## src/rtl/edge_irq_pkg.sv

```systemverilog
package edge_irq_pkg;
  localparam int ADDR_W = 3;
  localparam logic [ADDR_W-1:0] ADDR_RISE  = 3'd0;
  localparam logic [ADDR_W-1:0] ADDR_FALL  = 3'd1;
  localparam logic [ADDR_W-1:0] ADDR_RWAKE = 3'd2;
  localparam logic [ADDR_W-1:0] ADDR_FWAKE = 3'd3;
  localparam logic [ADDR_W-1:0] ADDR_STAT  = 3'd4;
  localparam logic [ADDR_W-1:0] ADDR_FIRST = 3'd5;
  localparam logic [ADDR_W-1:0] ADDR_WAKE  = 3'd6;
endpackage

```

## src/rtl/edge_detect.sv

```systemverilog
module edge_detect #(
  parameter int NPINS = 32
) (
  input  logic             clk,
  input  logic             rst_n,
  input  logic [NPINS-1:0] pins,
  output logic [NPINS-1:0] rise,
  output logic [NPINS-1:0] fall
);
  logic [NPINS-1:0] prev_q;

  always_ff @(posedge clk or negedge rst_n) begin
    if (!rst_n) prev_q <= '0;
    else        prev_q <= pins;
  end

  assign rise = pins & ~prev_q;
  assign fall = ~pins & prev_q;
endmodule

```

## src/rtl/pend_status.sv

```systemverilog
module pend_status #(
  parameter int NPINS = 32
) (
  input  logic             clk,
  input  logic             rst_n,
  input  logic [NPINS-1:0] hit,
  input  logic [NPINS-1:0] clr,
  output logic [NPINS-1:0] status
);
  // new edges take priority over a clear in the same cycle
  function automatic logic [NPINS-1:0] merge(input logic [NPINS-1:0] cur,
                                             input logic [NPINS-1:0] h,
                                             input logic [NPINS-1:0] c);
    return (cur & ~c) | h;
  endfunction

  always_ff @(posedge clk or negedge rst_n) begin
    if (!rst_n) status <= '0;
    else        status <= merge(status, hit, clr);
  end
endmodule

```

## src/rtl/lowest_pending.sv

```systemverilog
module lowest_pending #(
  parameter int NPINS = 32,
  localparam int IW = $clog2(NPINS)
) (
  input  logic [NPINS-1:0] vec,
  output logic [IW-1:0]    idx,
  output logic             valid
);
  function automatic logic [IW-1:0] first_set(input logic [NPINS-1:0] v);
    logic [IW-1:0] r;
    r = '0;
    for (int k = NPINS - 1; k >= 0; k--)
      if (v[k]) r = IW'(k);
    return r;
  endfunction

  assign idx   = first_set(vec);
  assign valid = |vec;
endmodule

```

## src/rtl/edge_irq_wake_ctrl.sv

```systemverilog
module edge_irq_wake_ctrl
  import edge_irq_pkg::*;
#(
  parameter int NPINS = 32
) (
  input  logic              clk,
  input  logic              rst_n,
  input  logic [NPINS-1:0]  pin_in,
  input  logic              reg_we,
  input  logic [ADDR_W-1:0] reg_addr,
  input  logic [NPINS-1:0]  reg_wdata,
  output logic [NPINS-1:0]  reg_rdata,
  output logic              irq_out,
  output logic              wake_out
);
  localparam int IW = $clog2(NPINS);
  localparam int PADW = NPINS - 1 - IW;

  logic [NPINS-1:0] rise, fall;
  logic [NPINS-1:0] rise_m, fall_m, rwake_m, fwake_m;
  logic [NPINS-1:0] hit_vec, wake_vec, clr_vec, status_q;
  logic [IW-1:0]    first_idx;
  logic             first_valid;
  logic             wake_flag_q, wake_clr;

  edge_detect #(.NPINS(NPINS)) u_edge (
    .clk(clk), .rst_n(rst_n), .pins(pin_in), .rise(rise), .fall(fall));

  always_ff @(posedge clk or negedge rst_n) begin
    if (!rst_n) begin
      rise_m  <= '0;
      fall_m  <= '0;
      rwake_m <= '0;
      fwake_m <= '0;
    end else if (reg_we) begin
      case (reg_addr)
        ADDR_RISE:  rise_m  <= reg_wdata;
        ADDR_FALL:  fall_m  <= reg_wdata;
        ADDR_RWAKE: rwake_m <= reg_wdata;
        ADDR_FWAKE: fwake_m <= reg_wdata;
        default: ;
      endcase
    end
  end

  assign hit_vec  = (rise & rise_m) | (fall & fall_m);
  assign wake_vec = (rise & rwake_m) | (fall & fwake_m);
  assign clr_vec  = (reg_we && reg_addr == ADDR_STAT) ? reg_wdata : '0;
  assign wake_clr = reg_we && reg_addr == ADDR_WAKE && reg_wdata[0];

  pend_status #(.NPINS(NPINS)) u_pend (
    .clk(clk), .rst_n(rst_n), .hit(hit_vec), .clr(clr_vec), .status(status_q));

  lowest_pending #(.NPINS(NPINS)) u_first (
    .vec(status_q), .idx(first_idx), .valid(first_valid));

  assign wake_out = |wake_vec;
  assign irq_out  = |status_q;

  always_ff @(posedge clk or negedge rst_n) begin
    if (!rst_n)        wake_flag_q <= 1'b0;
    else if (wake_out) wake_flag_q <= 1'b1;
    else if (wake_clr) wake_flag_q <= 1'b0;
  end

  always_comb begin
    case (reg_addr)
      ADDR_RISE:  reg_rdata = rise_m;
      ADDR_FALL:  reg_rdata = fall_m;
      ADDR_RWAKE: reg_rdata = rwake_m;
      ADDR_FWAKE: reg_rdata = fwake_m;
      ADDR_STAT:  reg_rdata = status_q;
      ADDR_FIRST: reg_rdata = {first_valid, {PADW{1'b0}}, first_idx};
      ADDR_WAKE:  reg_rdata = {{(NPINS-1){1'b0}}, wake_flag_q};
      default:    reg_rdata = '0;
    endcase
  end
endmodule

```

## config.mk

```make
export PLATFORM = sky130hd
export DESIGN_NAME = edge_irq_wake_ctrl
export DESIGN_NICKNAME = d
export VERILOG_FILES = /design/src/rtl/edge_irq_pkg.sv /design/src/rtl/edge_detect.sv /design/src/rtl/pend_status.sv /design/src/rtl/lowest_pending.sv /design/src/rtl/edge_irq_wake_ctrl.sv
export SDC_FILE = /design/constraint.sdc
export NUM_CORES = 1
export LEC_CHECK = 0
export ABC_AREA = 1
export ABC_CLOCK_PERIOD_IN_PS = 3900
export BUFFER_PORTS_ARGS = -buffer_cell sky130_fd_sc_hd__buf_2
export CORE_ASPECT_RATIO = 0.7
export CORE_MARGIN = 2
export CORE_UTILIZATION = 63
export DETAILED_ROUTE_END_ITERATION = 8
export PLACE_DENSITY_LB_ADDON = 0.15
export SYNTH_ARGS = -nofsm -noshare
export SYNTH_HDL_FRONTEND = slang
export SYNTH_SLANG_ARGS = --single-unit
export TNS_END_PERCENT = 1
```

## constraint.sdc

```tcl
create_clock -name clk -period 3.9 [get_ports clk]
set_clock_uncertainty 0.1 [all_clocks]
set_input_delay 0.78 -clock clk [delete_from_list [all_inputs] [get_ports clk]]
set_output_delay 0.78 -clock clk [all_outputs]
set_load 0.01 [all_outputs]
```

==> impl_metrics.ini <==
[run_status]
result_of_the_run = finished, final reports clean

[power]
leakage_nw = 5.25
power.ir.vdd_worst_mv = 0.289
total_power_mw = 5.31
power.density_cell_area_mw_per_mm2 = 506

[synth]
syn-num-nets = 1197
syn_inst = 1127
synth-async-reset-ratio_pct = 100
yosysTopAreaCellShare_pct = 53.2
synth_enable_flop_cells = 0
postSynthRegisterBits = 193
synth_ff_type = sky130_fd_sc_hd__dfrtp_1
synthDominantAreaCellType = sky130_fd_sc_hd__dfrtp_1
yosysUniqueCellTypes = 28
synth.most_common_cell = sky130_fd_sc_hd__nand2_1
synth.yosys.warnings = 0
top_cells_by_count_synth = sky130_fd_sc_hd__nand2_1 (277), sky130_fd_sc_hd__dfrtp_1 (193), sky130_fd_sc_hd__o21ai_0 (158), sky130_fd_sc_hd__inv_1 (149), sky130_fd_sc_hd__nand3_1 (139)
syn_avg_cell_area_um2 = 8.06
syn-cell-area_mm2 = 0.00908
synth_top_cells_by_area = sky130_fd_sc_hd__dfrtp_1 (53%), sky130_fd_sc_hd__nand2_1 (11%), sky130_fd_sc_hd__o21ai_0 (8.7%), sky130_fd_sc_hd__nand3_1 (7.7%), sky130_fd_sc_hd__inv_1 (6.2%)
ys_seq_area_share_pct = 53.2

[clock_tree]
cts_num_sinks = 193
clock-root-buffer = sky130_fd_sc_hd__clkbuf_16
cts-hold-fix-buffers = 0
worst_skew_pair.late_latency_ns = 0.44
clockBufferDepth = 2
h-tree-depth = 4
clk_pin_slew_worst_paths_ns = 0.08
cts_buffers = 17
tritoncts = yes

[route]
avg_vias_per_cell = 5.97
routed_wire_length_per_instance_um = 17.9
drc = 0
drtPass1Iterations = 7
initialDrtViolationCount = 1015
drt_wl_total_um = 25700
via_count = 8557
drtAntennaViolNets = 0

[finish]
insertedDiodeCount = 0
area_growth_pct = 15.5
drive_above_1_share_pct = 14.1
layout_net_count = 1300
fillCellCount = 1061
final_core_util_pct = 74.9

[critical_path]
crit_slowest_cell = sky130_fd_sc_hd__dfrtp_1
cp_max_fo = 3
worst-r2r-setup-slack_ns = 1.80
crit_start = u_pend.status[30]
worstSetupPathType = reg -> out
crit_path_max_incr_delay_ns = 0.42
r2r_end = wake_flag_q
critical_path_arrival_ns = 2.82
worstRegToRegCells = 6
data_required_time_of_the_critical_path_ns = 3.02
worstSetupEndpointType = output port
worst_setup_start_kind = flop
path_common_cell = sky130_fd_sc_hd__nand2_1
worst_reg2reg_startpoint = rwake_m[15]
crit_path_end = reg_rdata[0]

[placement]
place_ws_ns = 0.705
port-buffer-count = 103
post-dp-hpwl_um = 17200
globalplace.congestion = 0.902

[global_route]
antenna_found_initial = 0
pin_count_of_the_biggest_net_entering_global_routing = 71
met2_usage_pct = 51.2
grt_util_met3_pct = 7.41
wire_length_of_the_first_global_routing_pass_um = 41400
busiest_layer = met2
track_usage_pct = 34.2
use_met1_pct = 51.0
first_global_vias = 8075
gr-total-overflow = 0

[timing]
period_share_pct = 94.8
timing.final.hold_violations = 0
rsz_0062_raised_after_global_routing = yes
maxClockFrequency_mhz = 271
worst_slew_pin_slew_ns = 0.620
setup_total_negative_slack_ns = 0
final_critical_path_setup_slack_ns = 0.204
slew-limit-headroom_pct = 58.3
post-route-min-period_ns = 3.70
report.final.setup_viol = 0
drv_slew = 0

[floorplan]
row_count = 36
floorplan_core_area_mm2 = 0.0140
floorplan.die.height_um = 104
die_area_mm2 = 0.0154
ioPinCount = 104
start_util_pct = 64.8
fp.dieW_um = 148

[hold_path]
min-delay-path-class = in -> async

[run]
max_cap_violations = 0
## placed cells by master (no fill, tap or decap), drive strengths merged, types with 3 or more instances in the layout
cell type / count
nor4: 7
inv: 163
nand2: 277
a221oi: 17
clkbuf: 19
nand4: 17
a21oi: 11
nor3: 18
clkinv: 3
buf: 126
nand3: 139
o221ai: 9
o21ai: 185
bufinv: 5
nor2: 39
dfrtp: 193
## logic make-up after synthesis
| logic type | Yosys count | share of synthesized area (%) |
|---|---|---|
| simple gates | 500 | 23.6 |
| flops | 193 | 53.2 |
| buf+inv | 201 | 8.91 |
| compound gates | 233 | 14.3 |
## registers in the layout (all words and copies together), names as in the netlist
register       flops
fall_m            32
u_pend.status     32
fwake_m           32
u_edge.prev_q     32
rwake_m           32
wake_flag_q        1
rise_m            32
## critical path: cells and delay by family (launching register included)
kind                   cells  cell delay, ns
AND/OR/NAND/NOR           32            1.72
flip-flops                 1            0.42
buffers and inverters      2            0.22
## through the flow
step | cell area, um^2 | hold slack, ns | cells
after floorplan | 9080 | 0.353 | 1127
after global placement | 9890 | 0.368 | 1400
after detailed placement | 9890 | 0.378 | 1400
after CTS | 10500 | 0.234 | 1432
after global routing | 10500 | 0.252 | 1433
final | 10500 | 0.208 | 1433
## routing by layer
layer  up-vias  wire, um
li1       3941         -
met1      4010     10900
met2       542     11200
met3        64      3040
met4         0       563
met5         -         0
## cell type report
type | count | area, um^2 | share of cell area [%]
Clock buffer | 18 | 429 | 4.09
Clock inverter | 14 | 160 | 1.53
Inverter | 158 | 648 | 6.18
Multi-Input combinational cell | 733 | 3470 | 33.0
Sequential cell | 193 | 4830 | 46.1
Tap cell | 190 | 238 | 2.27
Timing Repair Buffer | 127 | 717 | 6.84
## worst min path at each step
stage,end,from,cells past startpoint,slack [ns]
final,u_edge.prev_q[23],rst_n,1,0.21
after global routing,rwake_m[23],rst_n,1,0.25
after CTS,rwake_m[23],rst_n,1,0.23
after detailed placement,rwake_m[10],rwake_m[10],2,0.38
after global placement,rwake_m[6],rwake_m[6],2,0.37
after floorplan,fwake_m[10],fwake_m[10],2,0.35
## where the power goes
group	leakage, nW	switching [mW]	internal [mW]
clock network	0.287	0.854	0.916
logic	2.66	0.550	0.361
registers	2.30	0.294	2.33
total	5.25	1.70	3.61
## what timing repair did
item,CTS,global route
endpoints found under the setup margin,0,1
resized for setup,0,3
buffers inserted,0,1
(Power assumes the default switching activity.)
